## config.mk

```make
export PLATFORM = sky130hd
export DESIGN_NAME = manch_line_decoder
export DESIGN_NICKNAME = d
export VERILOG_FILES = /design/src/rtl/manch_pkg.sv /design/src/rtl/manch_rearm_counter.sv /design/src/rtl/manch_next_state.sv /design/src/rtl/manch_out_decode.sv /design/src/rtl/manch_line_decoder.sv
export SDC_FILE = /design/constraint.sdc
export NUM_CORES = 1
export LEC_CHECK = 0
export CAP_MARGIN = 20
export CORE_AREA = 2 2 39 41
export DETAILED_ROUTE_END_ITERATION = 10
export DIE_AREA = 0 0 41 43
export REMOVE_ABC_BUFFERS = 1
export SYNTH_ARGS = -nofsm -noshare
export SYNTH_HDL_FRONTEND = slang
export SYNTH_SLANG_ARGS = --single-unit
```

## constraint.sdc

```tcl
create_clock -name clk -period 1.1 [get_ports clk]
set_input_delay 0.22 -clock clk [delete_from_list [all_inputs] [get_ports clk]]
set_output_delay 0.22 -clock clk [all_outputs]
set_load 0.01 [all_outputs]
```

## src/rtl/manch_pkg.sv

```systemverilog
// Package manch_pkg
// Shared state encoding for the Manchester line decoder.
// Assumes: one sample per clock, two samples per data period.
package manch_pkg;

    // Decoder states; BIT0/BIT1 are the Moore states that present a bit.
    typedef enum logic [2:0] {
        ST_IDLE  = 3'd0,  // quiet line, waiting for the first low sample
        ST_HALF0 = 3'd1,  // first half of a period captured as 0
        ST_HALF1 = 3'd2,  // first half of a period captured as 1
        ST_BIT0  = 3'd3,  // a data 0 has just been completed
        ST_BIT1  = 3'd4,  // a data 1 has just been completed
        ST_ERR   = 3'd5   // coding error, waiting for a run of ones
    } mstate_t;

endpackage

```

## src/rtl/manch_rearm_counter.sv

```systemverilog
// Module manch_rearm_counter
// Counts consecutive 1 samples while the decoder sits in the error
// condition. It raises rearm_done on the sample that completes the run.
// Assumes: in_err is high for every cycle spent in the error state.
module manch_rearm_counter #(
    parameter int REARM_ONES = 2
) (
    input  logic clk,
    input  logic rst_n,
    input  logic in_err,
    input  logic line_in,
    output logic rearm_done
);

    localparam int CNT_W = $clog2(REARM_ONES + 1);
    localparam logic [CNT_W-1:0] LAST_CNT = CNT_W'(REARM_ONES - 1);

    logic [CNT_W-1:0] ones_cnt;

    // The run completes when this sample is a 1 and enough earlier ones were seen.
    always_comb begin
        rearm_done = in_err && line_in && (ones_cnt == LAST_CNT);
    end

    // Track the current run of ones; clear outside the error state or on a 0.
    always_ff @(posedge clk) begin
        if (!rst_n) begin
            ones_cnt <= '0;
        end else if (!in_err || !line_in || rearm_done) begin
            ones_cnt <= '0;
        end else begin
            ones_cnt <= ones_cnt + 1'b1;
        end
    end


    rearm_cnt_bound_chk: assert property (@(posedge clk) disable iff (!rst_n)
        ones_cnt <= LAST_CNT);


    rearm_zero_clears_chk: assert property (@(posedge clk) disable iff (!rst_n)
        (in_err && !line_in) |=> (ones_cnt == '0));

endmodule

```

## src/rtl/manch_next_state.sv

```systemverilog
// Module manch_next_state
// Next-state function of the decoder. It locks the data-period phase on
// the first low sample out of idle and then pairs the samples that follow.
// Assumes: the caller registers the result every clock.
module manch_next_state
    import manch_pkg::*;
(
    input  mstate_t state,
    input  logic    line_in,
    input  logic    rearm_done,
    output mstate_t state_nxt
);

    // Choose the successor state from the current state and the sample.
    always_comb begin
        state_nxt = ST_IDLE;
        unique case (state)
            ST_IDLE:  state_nxt = line_in ? ST_IDLE  : ST_BIT0;
            ST_BIT0,
            ST_BIT1:  state_nxt = line_in ? ST_HALF1 : ST_HALF0;
            ST_HALF0: state_nxt = line_in ? ST_BIT1  : ST_ERR;
            ST_HALF1: state_nxt = line_in ? ST_IDLE  : ST_BIT0;
            ST_ERR:   state_nxt = rearm_done ? ST_IDLE : ST_ERR;
            default:  state_nxt = ST_IDLE;
        endcase
    end

endmodule

```

## src/rtl/manch_out_decode.sv

```systemverilog
// Module manch_out_decode
// Moore output decode: the outputs depend only on the registered state.
// Assumes: only ST_BIT0 and ST_BIT1 stand for a completed bit.
module manch_out_decode
    import manch_pkg::*;
(
    input  mstate_t state,
    output logic    bit_out,
    output logic    bit_valid
);

    // Present the completed bit and its strobe.
    always_comb begin
        bit_valid = (state == ST_BIT0) || (state == ST_BIT1);
        bit_out   = (state == ST_BIT1);
    end

endmodule

```

## src/rtl/manch_line_decoder.sv

```systemverilog
// Module manch_line_decoder (top)
// Recovers data bits from a Manchester line sampled at twice the data rate.
// It returns to idle on a high-high period and enters an error wait on a
// low-low period. It re-arms after REARM_ONES consecutive high samples.
// Assumes: line_in is synchronous to clk; rst_n is synchronous, active low.
module manch_line_decoder
    import manch_pkg::*;
#(
    parameter int REARM_ONES = 2
) (
    input  logic clk,
    input  logic rst_n,
    input  logic line_in,
    output logic bit_out,
    output logic bit_valid
);

    mstate_t state;
    mstate_t state_nxt;
    logic    rearm_done;
    logic    in_err;

    assign in_err = (state == ST_ERR);

    manch_rearm_counter #(
        .REARM_ONES (REARM_ONES)
    ) u_rearm (
        .clk        (clk),
        .rst_n      (rst_n),
        .in_err     (in_err),
        .line_in    (line_in),
        .rearm_done (rearm_done)
    );

    manch_next_state u_next (
        .state      (state),
        .line_in    (line_in),
        .rearm_done (rearm_done),
        .state_nxt  (state_nxt)
    );

    manch_out_decode u_out (
        .state     (state),
        .bit_out   (bit_out),
        .bit_valid (bit_valid)
    );

    // State register with synchronous reset to idle.
    always_ff @(posedge clk) begin
        if (!rst_n) begin
            state <= ST_IDLE;
        end else begin
            state <= state_nxt;
        end
    end

    // Checker-only count of sampling edges since reset, saturating at 2.
    logic [1:0] hist_cnt;
    always_ff @(posedge clk) begin
        if (!rst_n) begin
            hist_cnt <= 2'd0;
        end else if (hist_cnt != 2'd2) begin
            hist_cnt <= hist_cnt + 2'd1;
        end
    end


    valid_bit_is_last_sample_chk: assert property (@(posedge clk) disable iff (!rst_n)
        bit_valid |-> (bit_out == $past(line_in)));


    valid_needs_transition_chk: assert property (@(posedge clk) disable iff (!rst_n)
        (bit_valid && hist_cnt == 2'd2) |-> ($past(line_in) != $past(line_in, 2)));


    valid_single_cycle_chk: assert property (@(posedge clk) disable iff (!rst_n)
        bit_valid |=> !bit_valid);


    idle_low_starts_zero_chk: assert property (@(posedge clk) disable iff (!rst_n)
        (state == ST_IDLE && !line_in) |=> (bit_valid && !bit_out));


    high_pair_to_idle_chk: assert property (@(posedge clk) disable iff (!rst_n)
        (state == ST_HALF1 && line_in) |=> (!bit_valid && state == ST_IDLE));


    low_pair_to_err_chk: assert property (@(posedge clk) disable iff (!rst_n)
        (state == ST_HALF0 && !line_in) |=> (!bit_valid && in_err));


    err_holds_valid_low_chk: assert property (@(posedge clk) disable iff (!rst_n)
        in_err |=> !bit_valid);

endmodule

```

# Word-level counts from Yosys, hierarchy flattened
# Cells that the tools add are included.
# word_totals
ram_bits,0
elab_cells,26
n_memories,0
latch_bits,0
reg_bits,5
out_inout_bits,2
rom_bits,0
# classes
eq_ne,6
n_reduce_logical,11
shift,0
muxes,5
n_bitwise,1
div_mod_pow,0
n_mul,0
addsub,1
n_lt_le_gt_ge,0
# op_table
op,n
$pmux 3 s4,1
$eq 3x2->1 const B,2
$eq 3x3->1 const B,2
$reduce_or 2->1,3
$mux 2,2
$eq 3x1->1 const B,1
$logic_not 3->1,1
$logic_or 1x1->1,3
$mux 3,1
$add 2x1->2 const B,1
$eq 2x1->1 const B,1
$logic_and 1x1->1,2
$logic_not 1->1,2
$mux 1,1
$not 1->1,1

# Depth between registers and ports, before layout
# Gate-level depths: netlist (run 1).
# logic_depth
word_depth,5
mapped_depth,4
depth_no_buf,4

# Modules after synthesis
# A second synthesis (run 1) with hierarchy kept.
# hier_totals
cells_unflattened,26
hier_area_um2,259.0
# by_module_without_submodules
mod,n_inst,cells_each,area_each_um2
manch_line_decoder,1,7,87.6
manch_rearm_counter,1,8,80.1
manch_next_state,1,8,67.6
manch_out_decode,1,3,23.8

# Worst setup path before layout (run 1)
# No wires, ideal clock.
# synth_timing
kind,reg-to-output
start,register state[2]
end,output bit_valid
path_slack_ns,-0.129
n_path_buf,0
t_arrival_ns,1.009
stages_incl_launch_ff,3
cell_sequence,dfxtp_1 > nor3b_1 > o21bai_1
# synth_between
elab_chain_cells,2
elab_cells_between_ends,3
classes_between,eq/ne (2); reduce/logical (1)
# synth_rtl
element,line_no,source
from (decl),manch_line_decoder.sv:18,mstate_t state;
from (signal assigned),manch_line_decoder.sv:53,state <= state_nxt;
$eq 3x3->1,-,
via bit_out,manch_line_decoder.sv:14,"output logic bit_out,"
$logic_or 1x1->1,manch_out_decode.sv:14,bit_valid = (state == ST_BIT0) || (state == ST_BIT1);
to (decl),manch_line_decoder.sv:15,output logic bit_valid
# The timed path passes the listed nets, and every way through them passes these cells.

# Final worst setup path (run 1)
# layout_timing
start,register state[0]
end,output bit_valid
# layout_between
elab_chain_cells,2
elab_cells_between_ends,3
classes_between,eq/ne (2); reduce/logical (1)
# layout_rtl
element,line_no
$eq 3x2->1 / $eq 3x3->1 (equally long branches),manch_out_decode.sv:14
$logic_or 1x1->1 *,manch_out_decode.sv:14
# Mark *: on every way between the ends. The rest lies on a longest branch, timed or not.

==> results.json, run 1 <==
{
  "timing.final.crit_share_pct": 111,
  "synth_area_per_cell_um2": 10.0,
  "viasPerCell": 4.38,
  "outcome": "finished with violations",
  "ys_ff_latch": 5,
  "powerDensity_nw_per_um2": 1300,
  "cts_sinks": 5,
  "drc_errors": 0,
  "syn_area_um2": 220,
  "cts_tree": "done",
  "start_util_pct": 15.9,
  "cts_hold_buf": 0,
  "path_cells": "nor3b_2 > o21bai_1 > buf_2",
  "whs_ps": 428,
  "max_cap_violations": 0,
  "synthCells": 22,
  "ant_nets": 0,
  "grt_util_all_layers_pct": 8.94,
  "grt_overflow_total": 0,
  "skew_ps": 2.64,
  "clk_latency_ps": 240,
  "area_growth_pct": 63.1,
  "timing.fmax_mhz": 818,
  "critPathLaunchType": "register",
  "dpl_cell_area_um2": 318,
  "dieArea_um2": 1760,
  "cpLargestDelayFamily": "flip-flops",
  "diodes": 0,
  "clock_path_buffers": 2,
  "slowest_delay_ps": 320,
  "clkTransAtPathRegs_ps": 40,
  "crit_type": "register to output pin",
  "required_ps": 880,
  "yosysUniqueCellTypes": 14,
  "clockRootBuffer": "clkbuf_4",
  "die_w_um": 41,
  "htree_levels": 1,
  "io_buffers": 4,
  "finalWorstSetupSlack_ps": -123,
  "routedWlPerCell_um": 9.60,
  "worst_pin_slew_ps": 199,
  "rsz0062_at_grt": "yes",
  "critPathCaptureType": "output pin",
  "worstPathMaxFanout": 2,
  "pre_cts_ws_ps": -369,
  "synth_warnings": 0,
  "io-pin-count": 5,
  "violations": "negative setup slack",
  "grt_pass1_vias": 250,
  "drive_above_1_share_pct": 41.7,
  "nNetsFinal": 41,
  "core_area_um2": 1380,
  "grt_pass1_wl_um": 979,
  "wl_um": 499,
  "rows": 14,
  "grt_max_degree": 9,
  "timing.slew.headroom_pct": 86.6,
  "die_h_um": 43,
  "arrival_ps": 1000,
  "fin_setup_tns_ps": -177,
  "ir_drop_v": 0.000585,
  "slew_viol_final": 0,
  "path_buf_inv": 1,
  "routabilityCongestion": 0.692,
  "dp.final_hpwl_um": 330,
  "finish.instance_area_um2": 359,
  "setup_violations": 3,
  "hp-class": "register to register",
  "dr.pass1.iters": 2,
  "leakage_nw": 0.141,
  "cp_slowest_cell": "dfxtp_2",
  "antenna_found_initial": 0,
  "yosysSeqAreaShare_pct": 45.5,
  "fin_crit_ps": 1220,
  "cts_made_buffers": 3,
  "drt_iter0_drc": 1,
  "via_count": 228,
  "power_w": 0.000465,
  "hold_viol": 0
}
[worst register-to-register path: cells and delay by family, from the launching register on]
family,cells,cell delay (ps)
AOI/OAI and AO/OA,1,140
and+or+nand+nor,1,360
DFF,1,320
buffers and inverters,2,240
[cells in the mapped netlist]
cell | n | share of area, %
nor3b_1 | 1 | 3.4
o21bai_1 | 1 | 3.4
a31oi_1 | 1 | 2.8
a221oi_1 | 1 | 4.0
nand3b_1 | 2 | 6.8
ha_1 | 1 | 5.7
a311oi_1 | 1 | 4.0
nand2_1 | 2 | 3.4
nand4bb_1 | 1 | 5.1
or3_1 | 1 | 2.8
nor4_1 | 2 | 5.7
nand4b_1 | 1 | 4.0
dfxtp_1 | 5 | 45
inv_1 | 2 | 3.4
[per-layer routing]
layer,up-vias,global-route usage (%),part of all wire (%)
met5,-,0,0
met4,0,4.00,0
met3,0,7.85,7.0
met2,7,11.9,50
met1,107,9.68,43
li1,114,-,-
[worst paths after layout]
path / startpoint / end / slack [ps] / depth (start not counted)
setup / recovery: state[0] / bit_valid / -120 / 3
hold / removal: u_rearm.ones_cnt[0] / u_rearm.ones_cnt[0] / 430 / 1
setup reg to reg: state[0] / state[1] / -40 / 4
hold reg to reg: u_rearm.ones_cnt[0] / u_rearm.ones_cnt[0] / 430 / 1
[cell type report]
class                      instances  area (um2)
clock buffer                       4        26.3
fill                             143        1020
inverter                           2        7.51
multi-input combinational         15         124
sequential                         5         103
tap                               16        20.0
timing repair buffer              10        78.8
[report_power, final]
group          leakage, nW   total, W  switching [W]  internal (W)
logic               0.0840  0.0000596      0.0000256     0.0000340
clock network       0.0150   0.000212      0.0000747      0.000137
registers           0.0416   0.000194     0.00000456      0.000189
[layout by cell type, fill, tap and decap left out, types with 2 or more instances in the layout]
cell type and n:
buf_2 2, buf_4 5, clkbuf_4 3, clkdlybuf4s50_1 2, dfxtp_1 3, dfxtp_2 2
inv_1 2, nand2_1 2, nand3b_1 2, nor4_1 2
[state kept, by name, summed over array words and instances (netlist names)]
name and flops:
state 3, u_rearm.ones_cnt 2
[stage by stage]
step | util (%) | std cells
floorplan | - | 22
global placement | 23.0 | 47
detailed placement | 23.0 | 47
CTS | 25.4 | 52
global route | 25.9 | 52
finish | 25.9 | 52
[cell families (layout without fill, tap and decap cells)]
logic type	count (synthesis)	count (layout)	share of synthesized area [%]
compound gates	4	4	14.2
buf+inv	2	16	3.41
simple gates	10	10	31.3
flops	5	5	45.5
fa+ha+maj	1	1	5.68
[what timing repair did]
item                                    4_1_cts  5_1_grt
hold endpoints to repair                      0        0
gates resized for setup                      11        2
endpoints found under the setup margin        2        4
buffers inserted                              1        0
pin swaps                                     2        0
Note: power is estimated with default switching activity, not from simulation.
==> run 2, diff against run 1 <==
- HOLD_SLACK_MARGIN: default -> 0.1
==> results of run 2 <==
Same layout as run 1: the final DEF is identical, and so are final timing and power.
==> run 3, diff against run 2 <==
--- a/constraint.sdc
+++ b/constraint.sdc
@@ -3,2 +3,2 @@
 set_output_delay 0.22 -clock clk [all_outputs]
-set_load 0.01 [all_outputs]
+set_load 0.1 [all_outputs]
==> run 3 against run 2 <==
  * The run still ends with negative setup slack left
  * Die area unchanged
  * Largest power group unchanged
  * Worst hold slack about the same
  * Maximum frequency is 8.6% lower
  * Worst setup slack worse by 120 ps
  * Core utilization increased by 3.4 points
==> results.json, run 3 (same netlist as run 1, synthesis figures left out) <==
{
  "outcome": "finished with violations",
  "violations": "negative setup slack",
  "via_count": 220,
  "skew_ps": 2.13,
  "ant_nets": 0,
  "die_w_um": 41,
  "antenna_found_initial": 0,
  "grt_overflow_total": 0,
  "io_buffers": 4,
  "powerDensity_nw_per_um2": 1260,
  "required_ps": 880,
  "die_h_um": 43,
  "viasPerCell": 4.23,
  "max_cap_violations": 0,
  "routedWlPerCell_um": 10.3,
  "grt_util_all_layers_pct": 7.74,
  "finalWorstSetupSlack_ps": -239,
  "worst_pin_slew_ps": 196,
  "gr-usage-met2_pct": 7.50,
  "drt_iter0_drc": 5,
  "mostFrequentLayoutCells": "buf_4, clkbuf_4, dfxtp_2",
  "grt_pass1_wl_um": 800,
  "dieArea_um2": 1760,
  "timing.slew.headroom_pct": 86.8,
  "drive_above_1_share_pct": 50.0,
  "grt_util_met3_pct": 4.71,
  "diodes": 0,
  "drc_errors": 0,
  "fillers": 149,
  "final_util_pct": 29.4,
  "hp-class": "register to register",
  "timing.fmax_mhz": 747,
  "top_regs": "state (3), u_rearm.ones_cnt (2)",
  "io-pin-count": 5,
  "hold_viol": 0,
  "arrival_ps": 1120,
  "cts_hold_buf": 0,
  "rsz0062_at_grt": "yes",
  "timing.final.crit_share_pct": 122,
  "largest_reg_flops": 3,
  "htree_levels": 1,
  "final_common_cell": "buf_4",
  "core_area_um2": 1380,
  "regMostFlops": "state",
  "dpl_cell_area_um2": 345,
  "clk_latency_ps": 240,
  "setup_violations": 3,
  "dp.final_hpwl_um": 328,
  "worstPathMaxFanout": 3,
  "crit_type": "register to output pin",
  "grt_max_degree": 9,
  "dr.pass1.iters": 4,
  "critPathLaunchType": "register",
  "cts_tree": "done",
  "grt_pass1_vias": 200,
  "ir_drop_v": 0.000483,
  "cts_sinks": 5,
  "regArea_um2": 104,
  "power_w": 0.000513,
  "routabilityCongestion": 0.728,
  "pre_cts_ws_ps": -101,
  "leakage_nw": 0.151,
  "rrSetupSlack_ps": 0,
  "use_met1_pct": 9.35,
  "fin_crit_ps": 1340,
  "cts_made_buffers": 3,
  "finish.instance_area_um2": 407,
  "critPathCaptureType": "output pin",
  "clockRootBuffer": "clkbuf_4",
  "clkTransAtPathRegs_ps": 50,
  "wl_um": 536,
  "clock_path_buffers": 2,
  "area_growth_pct": 84.7,
  "nNetsFinal": 41,
  "rows": 14,
  "start_util_pct": 15.9,
  "multi_input_area_um2": 144,
  "slew_viol_final": 0,
  "top_usage_layer": "met4"
}
[run 3: final cells by class]
| class | instances | share of cell area, % |
|---|---|---|
| timing repair buffer | 10 | 25.8 |
| inverter | 2 | 1.85 |
| tap | 16 | 4.92 |
| sequential | 5 | 25.5 |
| multi-input combinational | 15 | 35.4 |
| clock buffer | 4 | 6.46 |
[run 3: path summary, 6_finish.rpt]
kind                            cells past startpoint                   to                 from
worst min-delay path                                1  u_rearm.ones_cnt[0]  u_rearm.ones_cnt[0]
worst min register to register                      1  u_rearm.ones_cnt[0]  u_rearm.ones_cnt[0]
worst max register to register                      3             state[1]             state[0]
worst max-delay path                                3            bit_valid             state[1]
[run 3: worst max-delay path, stage by stage (launching register included)]
cell,delay (ps)
dfxtp_2,340
nor3b_4,200
o21bai_4,160
buf_12,180
[run 3: what timing repair did]
item | 4_1_cts | 5_1_grt
buffers inserted | 0 | 0
resized for setup | 4 | 5
endpoints found under the setup margin | 2 | 3
pin swaps | 1 | 2
[run 3: report_power, final]
| part | total [W] | leakage [nW] | internal (W) | switching [W] |
|---|---|---|---|---|
| Clock | 0.000216 | 0.0150 | 0.000137 | 0.0000785 |
| Sequential | 0.000197 | 0.0419 | 0.000190 | 0.00000753 |
| Combinational | 0.0000996 | 0.0938 | 0.0000468 | 0.0000529 |
| Total | 0.000513 | 0.151 | 0.000374 | 0.000139 |
[run 3: routing by layer]
layer	up-vias	wire, um
met5	-	0
met4	0	14
met3	2	17
met2	5	251
met1	99	252
li1	114	-
[run 3: metrics by stage]
stage	setup TNS, ps	instances	hold slack [ps]
5_1_grt	-602	52	453
4_1_cts	-489	52	427
3_5_place_dp	-391	48	420
6_report	-444	52	429
2_1_floorplan	-4610	22	321
3_3_place_gp	-340	48	425
